### src/rtl/page_guard_pkg.sv
package page_guard_pkg;
  localparam int REG_AW = 8;
  localparam int REG_DW = 32;
  localparam logic [REG_AW-1:0] OFS_CFG  = 8'h18;
  localparam logic [REG_AW-1:0] OFS_MASK = 8'h20;
  localparam logic [REG_AW-1:0] OFS_KEY  = 8'h24;
  localparam logic [7:0] KEY_FIRST  = 8'hCA;
  localparam logic [7:0] KEY_SECOND = 8'h53;

  typedef enum logic [1:0] {
    KS_LOCKED = 2'd0,
    KS_HALF   = 2'd1,
    KS_OPEN   = 2'd2
  } key_state_e;
endpackage

### src/rtl/key_sequencer.sv
module key_sequencer
  import page_guard_pkg::*;
(
  input  logic              clk,
  input  logic              rst,
  input  logic              reg_we,
  input  logic [REG_AW-1:0] reg_addr,
  input  logic [7:0]        key_data,
  output logic              unlocked
);
  key_state_e state_q, state_d;

  always_comb begin
    state_d = state_q;
    if (reg_we) begin
      if (reg_addr == OFS_KEY) begin
        if (state_q == KS_HALF && key_data == KEY_SECOND)
          state_d = KS_OPEN;
        else if (state_q != KS_HALF && key_data == KEY_FIRST)
          state_d = KS_HALF;
        else
          state_d = KS_LOCKED;
      end else begin
        state_d = KS_LOCKED;
      end
    end
  end

  always_ff @(posedge clk) begin
    if (rst) state_q <= KS_LOCKED;
    else     state_q <= state_d;
  end

  assign unlocked = (state_q == KS_OPEN);
endmodule

### src/rtl/protect_mask.sv
module protect_mask #(
  parameter int PAGES = 32
) (
  input  logic             clk,
  input  logic             rst,
  input  logic             set_en,
  input  logic [PAGES-1:0] set_bits,
  output logic [PAGES-1:0] mask
);
  for (genvar i = 0; i < PAGES; i++) begin : g_bit
    always_ff @(posedge clk) begin
      if (rst)                      mask[i] <= 1'b0;
      else if (set_en && set_bits[i]) mask[i] <= 1'b1;
    end
  end
endmodule

### src/rtl/ram_write_filter.sv
module ram_write_filter #(
  parameter int PAGES      = 32,
  parameter int PAGE_LSB   = 10,
  parameter int RAM_AW     = 15
) (
  input  logic              clk,
  input  logic              rst,
  input  logic [PAGES-1:0]  mask,
  input  logic              ram_req,
  input  logic [RAM_AW-1:0] ram_addr,
  output logic              ram_pass,
  output logic              ram_violation
);
  localparam int PAGE_W = $clog2(PAGES);

  logic [PAGE_W-1:0] page;
  logic              hit;

  assign page = ram_addr[PAGE_LSB +: PAGE_W];
  assign hit  = mask[page];

  always_ff @(posedge clk) begin
    if (rst) begin
      ram_pass      <= 1'b0;
      ram_violation <= 1'b0;
    end else begin
      ram_pass      <= ram_req && !hit;
      ram_violation <= ram_req && hit;
    end
  end
endmodule

### src/rtl/ram_page_guard.sv
module ram_page_guard
  import page_guard_pkg::*;
#(
  parameter int PAGES    = 32,
  parameter int PAGE_LSB = 10,
  parameter int RAM_AW   = 15
) (
  input  logic              clk,
  input  logic              rst,
  input  logic [REG_AW-1:0] reg_addr,
  input  logic [REG_DW-1:0] reg_wdata,
  input  logic              reg_we,
  output logic [REG_DW-1:0] reg_rdata,
  input  logic              ram_req,
  input  logic [RAM_AW-1:0] ram_addr,
  output logic              ram_pass,
  output logic              ram_violation,
  output logic              erase_start
);
  logic [PAGES-1:0] mask_q;
  logic             unlocked;
  logic             cfg_q;
  logic             cfg_accept;
  logic             mask_wr;

  assign mask_wr    = reg_we && (reg_addr == OFS_MASK);
  assign cfg_accept = reg_we && (reg_addr == OFS_CFG) && unlocked;

  key_sequencer u_keys (
    .clk      (clk),
    .rst      (rst),
    .reg_we   (reg_we),
    .reg_addr (reg_addr),
    .key_data (reg_wdata[7:0]),
    .unlocked (unlocked)
  );

  protect_mask #(.PAGES(PAGES)) u_mask (
    .clk      (clk),
    .rst      (rst),
    .set_en   (mask_wr),
    .set_bits (reg_wdata[PAGES-1:0]),
    .mask     (mask_q)
  );

  ram_write_filter #(
    .PAGES(PAGES), .PAGE_LSB(PAGE_LSB), .RAM_AW(RAM_AW)
  ) u_filter (
    .clk           (clk),
    .rst           (rst),
    .mask          (mask_q),
    .ram_req       (ram_req),
    .ram_addr      (ram_addr),
    .ram_pass      (ram_pass),
    .ram_violation (ram_violation)
  );

  always_ff @(posedge clk) begin
    if (rst) begin
      cfg_q       <= 1'b0;
      erase_start <= 1'b0;
    end else begin
      erase_start <= cfg_accept && reg_wdata[0];
      if (cfg_accept) cfg_q <= reg_wdata[0];
    end
  end

  always_ff @(posedge clk) begin
    if (rst) begin
      reg_rdata <= '0;
    end else begin
      reg_rdata <= '0;
      if (reg_addr == OFS_CFG)  reg_rdata[0] <= cfg_q;
      if (reg_addr == OFS_MASK) reg_rdata[PAGES-1:0] <= mask_q;
    end
  end
endmodule

### config.mk
export PLATFORM = sky130hd
export DESIGN_NAME = ram_page_guard
export DESIGN_NICKNAME = d
export VERILOG_FILES = /design/src/rtl/page_guard_pkg.sv /design/src/rtl/key_sequencer.sv /design/src/rtl/protect_mask.sv /design/src/rtl/ram_write_filter.sv /design/src/rtl/ram_page_guard.sv
export SDC_FILE = /design/constraint.sdc
export NUM_CORES = 1
export LEC_CHECK = 0
export BUFFER_PORTS_ARGS = -buffer_cell sky130_fd_sc_hd__buf_2
export CORE_AREA = 2 2 72 74
export CTS_CLUSTER_DIAMETER = 60
export CTS_CLUSTER_SIZE = 14
export DETAILED_ROUTE_END_ITERATION = 7
export DIE_AREA = 0 0 74 76
export PLACE_DENSITY = 0.84
export REMOVE_ABC_BUFFERS = 1
export SETUP_SLACK_MARGIN = 0.5
export SLEW_MARGIN = 20
export SYNTH_ARGS = -nofsm -noshare
export SYNTH_HDL_FRONTEND = slang
export SYNTH_SLANG_ARGS = --single-unit
### constraint.sdc
create_clock -name clk -period 2.7 [get_ports clk]
set_input_delay 0 -clock clk [delete_from_list [all_inputs] [get_ports clk]]
set_output_delay 0 -clock clk [all_outputs]
set_load 0.1 [all_outputs]
# Word level (Yosys, flattened, before mapping)

Index checks and enable logic that the tools add are counted.

Output and inout port bits: 35
Flip-flop bits (word level): 70
Input bits: 59

Order comparisons: 1
Bitwise logic cells: 1
Reductions and logical operators: 42
Multiplexer cells: 7
Equality and inequality tests: 8

Operators with widths:

| cell               | count |
|---|---|
| $logic_and 1x1->1  | 40 |
| $eq 8x6->1 const B | 2 |
| $eq 8x5->1 const B | 1 |
| $eq 8x7->1 const B | 1 |
| $eq 8x8->1 const B | 1 |
| $lt 5x6->1 const B | 1 |
| $bmux 1 s5         | 1 |
| $mux 1             | 4 |
| $mux 2             | 2 |
| $eq 2x1->1 const B | 1 |
| $eq 2x2->1 const B | 1 |
| $ne 2x1->1 const B | 1 |
| $reduce_or 2->1    | 1 |
| $logic_not 1->1    | 1 |
| $not 1->1          | 1 |

# Depth between registers and ports, before layout

Depth after elaboration: 5
Depth in mapped cells: 7
Depth with buffers taken out: 5

# By module

From an unflattened synthesis, not the netlist that was laid out.

Cell total of the unflattened synthesis: 250
Area total of the unflattened synthesis: 2523.7 sq um

By module, submodules not included:

| module           | area an instance (sq um) | sequential area each (sq um) | cells an instance | instances |
|---|---|---|---|---|
| ram_page_guard   | 1002.2                   | 680.7                        | 82                | 1 |
| protect_mask     | 969.7                    | 640.6                        | 102               | 1 |
| ram_write_filter | 392.9                    | 40.0                         | 48                | 1 |
| key_sequencer    | 158.9                    | 40.0                         | 18                | 1 |

# Worst setup path before layout

Ideal clock, no wire load.

Path kind: input to register
From: in reg_addr[3]
To: reg u_keys.state_q[1]
Setup slack: 1.281 ns
Stages on the path: 5
Data arrival time: 1.349 ns
Path buffers: 0
Data required time: 2.630 ns
Path through: nor4_2 -> nand2_1 -> or3_1 -> or4_1 -> a21oi_1

Word-level cells in the longest chain between the ends: 2

RTL lines:

| what                   | line                 | source |
|---|---|---|
| start: declaration     | ram_page_guard.sv:10 | `input logic [REG_AW-1:0] reg_addr,` |
| $eq 8x6->1             | key_sequencer.sv:16  | `if (reg_addr == OFS_KEY) begin` |
| $mux 2                 | key_sequencer.sv:16  |  |
| end signal: assignment | key_sequencer.sv:31  | `else state_q <= state_d;` |
| end: declaration       | key_sequencer.sv:11  | `key_state_e state_q, state_d;` |

Every way passes these cells.
A chain may end at the register's enable or synchronous reset.

# Final worst setup path

From: in reg_wdata[2]
To: reg u_keys.state_q[1]

Word-level cells in the longest chain between the ends: 4

RTL lines:

| what               | line                 | source |
|---|---|---|
| start: declaration | ram_page_guard.sv:11 | `input logic [REG_DW-1:0] reg_wdata,` |
| $eq 8x7->1         | key_sequencer.sv:17  | `if (state_q == KS_HALF && key_data == KEY_SECOND)` |
| $logic_and 1x1->1  | key_sequencer.sv:17  |  |
| $mux 2             | key_sequencer.sv:17  |  |
| $mux 2             | key_sequencer.sv:16  |  |

Every way passes these cells.

==> impl_results.md <==
* Skew-Pair Late Insertion Delay at 320 ps
* Worst Hold End: reg_rdata[0]
* Post-DP Area at 0.00288 sq mm
* Worst EP arrival at 1870 ps
* Compound-cell area share of the yosys netlist at 9.96%
* PortBufs at 83
* Hold path startpoint: reg_addr[2]
* Synthesized instance count at 249
* TritonCTS clock tree: yes
* Setup skew after layout at 10.7 ps
* Max Transition Viols Final at 0
* Filler Cell Count at 366
* RR Startpoint: u_mask.mask[0]
* CTS buffer count at 9
* Worst-margin pin slew at 679 ps
* Post-synthesis mux area share at 7.06%
* Antenna violation net count after detailed routing at 0
* Area growth syn-to-layout at 43.8%
* Setup CP Type: primary input to register
* Grt met3 use at 3.57%
* Nets@finish at 427
* Largest family of logic cells by synthesized area: simple AND/OR/NAND/NOR gates
* Static Leak at 1.58 nW
* Register area share after synthesis at 58.1%
* Req. time, crit path at 2950 ps
* Initial Util at 49.1%
* Worst min-delay path class: primary input to register
* Routability Congestion at 0.827
* Setup slack, reg-to-reg at 1540 ps
* Root Driver: clkbuf_8
* First-pass GRT wire length at 9.52 mm
* Gr busiest metal: met2
* Clock sink count at 70
* Post-cts resize count at 0
* Power Density at 617 mW/mm^2
* Vias in the first global route at 2112
* Share of cells above drive strength 1 at 27.3%
* Final cell count without fillers at 443
* Post-route DRC at 0
* Final Cycle Share at 59.9%
* Via count at 2149
* Cells on worst reg2reg path at 5
* Post-route minimum period at 1620 ps
* Syn Area/Cell at 9.68 sq um
* H-Tree Level Count at 3
* Final setup vio count at 0
* Clk pin slew, worst setup/hold paths at 70 ps
* Rows at 26
* Hold depth at 4
* CTS Buffer Depth at 2
* Outcome: complete, no violations
* Die height at 76 microns
* Met2 usage at 38.4%
* GRT overflow at 0
* YS warnings at 0
* Synth Cell Area at 0.00241 sq mm
* Core area at 0.00491 sq mm
* Placed Cells at 392
* Hpwl dp at 3.71 mm
* Boundary Pins at 94
* Post-route cell area at 0.00347 sq mm
* Peak supply drop at 0.359 mV
* Max_cap viols at 0
* FMAX at 0.618 GHz
* Diodes inserted at 0
* Via density at 4.85
* Die X at 74 microns
* Adder-cell share of the synthesized area at 0%
* Die area at 0.00562 sq mm
* Register bit total from synthesis at 70
* Gr usage total at 21.9%
* DRT Pass-1 Iters at 4
* Capture point of the worst reg-to-reg path: u_filter.ram_violation
* Post-synth cell types at 29
* Post-synthesis xor/xnor area fraction at 0%
* RSZ-0062 raised after global routing: no
* Slew HR at 54.6%
* Post-Synth Simple-Gate Area at 22.5%
* Grt met1 use at 26.0%
* Initial antenna violation count at 0
* Setup crit start kind: primary input
* Total wire length at 5.93 mm
* DRT iter0 DRCs at 119
* Wire length per cell at 13.4 microns
* Pin count of the biggest net entering global routing at 40
* Worst Path Max Fanout at 2
* Post-Route Setup TNS at 0 ps
* Setup crit end kind: register
* Hold violation count in the final report at 0
-- worst max-delay path: stages --
cell and delay [ps]:
dlygate4sd3_1 550, buf_2 140, nor2_1 100, nand3_1 100, or3_1 370, or4_1 470, a21oi_1 150
-- final cells by class --
cell class                      instances  area (sq um)  share of cell area [%]
Inverter                                2          7.51                   0.217
Clock inverter                          3          65.1                    1.88
Clock buffer                           13           169                    4.87
Timing Repair Buffer                  120           781                    22.5
Tap cell                               70          87.6                    2.53
Sequential cell                        70          1400                    40.4
Multi-Input combinational cell        165           956                    27.6
-- timing repair --
item | in CTS | in global routing
setup endpoints to repair | 0 | 0
hold buffers | 35 | 0
endpoints found under the hold margin | 38 | 0
setup buffers | 0 | 0
-- cells in the mapped netlist --
cell,n,area [sq um]
nand4bb_1,1,11.3
a2bb2oi_1,1,8.76
nor2b_1,2,12.5
nor4_2,1,12.5
nand4_1,1,6.26
inv_1,2,7.51
nor3b_1,2,15.0
nand2b_1,3,18.8
dfxtp_1,70,1400
clkbuf_1,8,30.0
or3_1,1,6.26
o21ai_0,1,5.00
nand3_1,6,30.0
nand4b_1,1,8.76
a21oi_1,36,180
a32oi_1,1,8.76
nor3_1,1,5.00
buf_2,3,15.0
or4_1,1,7.51
buf_1,1,3.75
nor4bb_1,1,10.0
nand2_1,9,33.8
nor4_1,1,6.26
a211oi_1,1,7.51
and3b_1,1,8.76
and2_1,32,200
nor2_1,40,150
a22oi_1,4,30.0
mux2i_1,17,170
-- sequential cells by signal (all words and copies together) (netlist names) --
name,flops
u_mask.mask,32
erase_start,1
u_filter.ram_pass,1
u_filter.ram_violation,1
u_keys.state_q,2
cfg_q,1
reg_rdata,32
-- per-stage QoR --
step                power, mW  hold WS (ps)  utilization, %  setup WS (ps)
detailed placement       1.16           237            58.7            975
CTS                      2.14         0.825            70.6           1130
global route             2.21          40.3            70.6           1010
global placement         1.16           226            58.7           1030
floorplan                1.10          69.1               -            974
finish                   2.14          9.79            70.6           1080
-- kinds of logic after synthesis --
logic type,after synthesis
AOI/OAI and AO/OA,44
and+or+nand+nor,104
buffers and inverters,14
DFF,70
muxes,17
-- report_power, final --
part	leakage, nW	internal [mW]	total (mW)	switching, mW
Clock	0.120	0.595	0.960	0.364
Sequential	0.564	1.03	1.03	0.000867
Combinational	0.897	0.0758	0.143	0.0672
-- layer usage --
layer / share of wire [%] / vias to the layer above
met5: 0 / -
met4: 0.93 / 0
met3: 5.2 / 6
met2: 53 / 74
met1: 41 / 994
li1: - / 1075
-- cell usage in the layout (no fill, tap or decap) --
| cell | instances |
|---|---|
| buf_2 | 83 |
| dfxtp_1 | 70 |
| nor2_1 | 39 |
| a21oi_1 | 36 |
| dlygate4sd3_1 | 35 |
| and2_1 | 32 |
| mux2i_1 | 17 |
| clkbuf_8 | 12 |
| nand2_1 | 9 |
| nand3_1 | 6 |
| a22oi_1 | 4 |
| nand2b_1 | 3 |
| nor2b_1 | 2 |
| nor3b_1 | 2 |
| inv_1 | 2 |
| bufinv_16 | 2 |
| buf_4 | 2 |
| a211oi_1 | 1 |
| nand4_1 | 1 |
| and3b_1 | 1 |
| nor4_2 | 1 |
| nor3_1 | 1 |
| nor2_2 | 1 |
| or3_1 | 1 |
| nor4bb_1 | 1 |
| o21ai_0 | 1 |
| a2bb2oi_1 | 1 |
| nor4_1 | 1 |
| nand4bb_1 | 1 |
| a32oi_1 | 1 |
| nand4b_1 | 1 |
| or4_1 | 1 |
| clkinv_2 | 1 |
| clkbuf_1 | 1 |
-- worst max-delay path by stage --
| stage | from | end | slack (ps) | cells past startpoint |
|---|---|---|---|---|
| finish | reg_wdata[2] | u_keys.state_q[1] | 1080 | 7 |
| global route | reg_addr[5] | u_mask.mask[6] | 1010 | 7 |
| CTS | reg_wdata[2] | u_keys.state_q[1] | 1130 | 7 |
| detailed placement | reg_addr[3] | u_mask.mask[6] | 970 | 7 |
| global placement | rst | reg_rdata[14] | 1030 | 5 |
| floorplan | reg_addr[3] | u_mask.mask[0] | 970 | 5 |
Note: power is estimated with default switching activity, not from simulation.
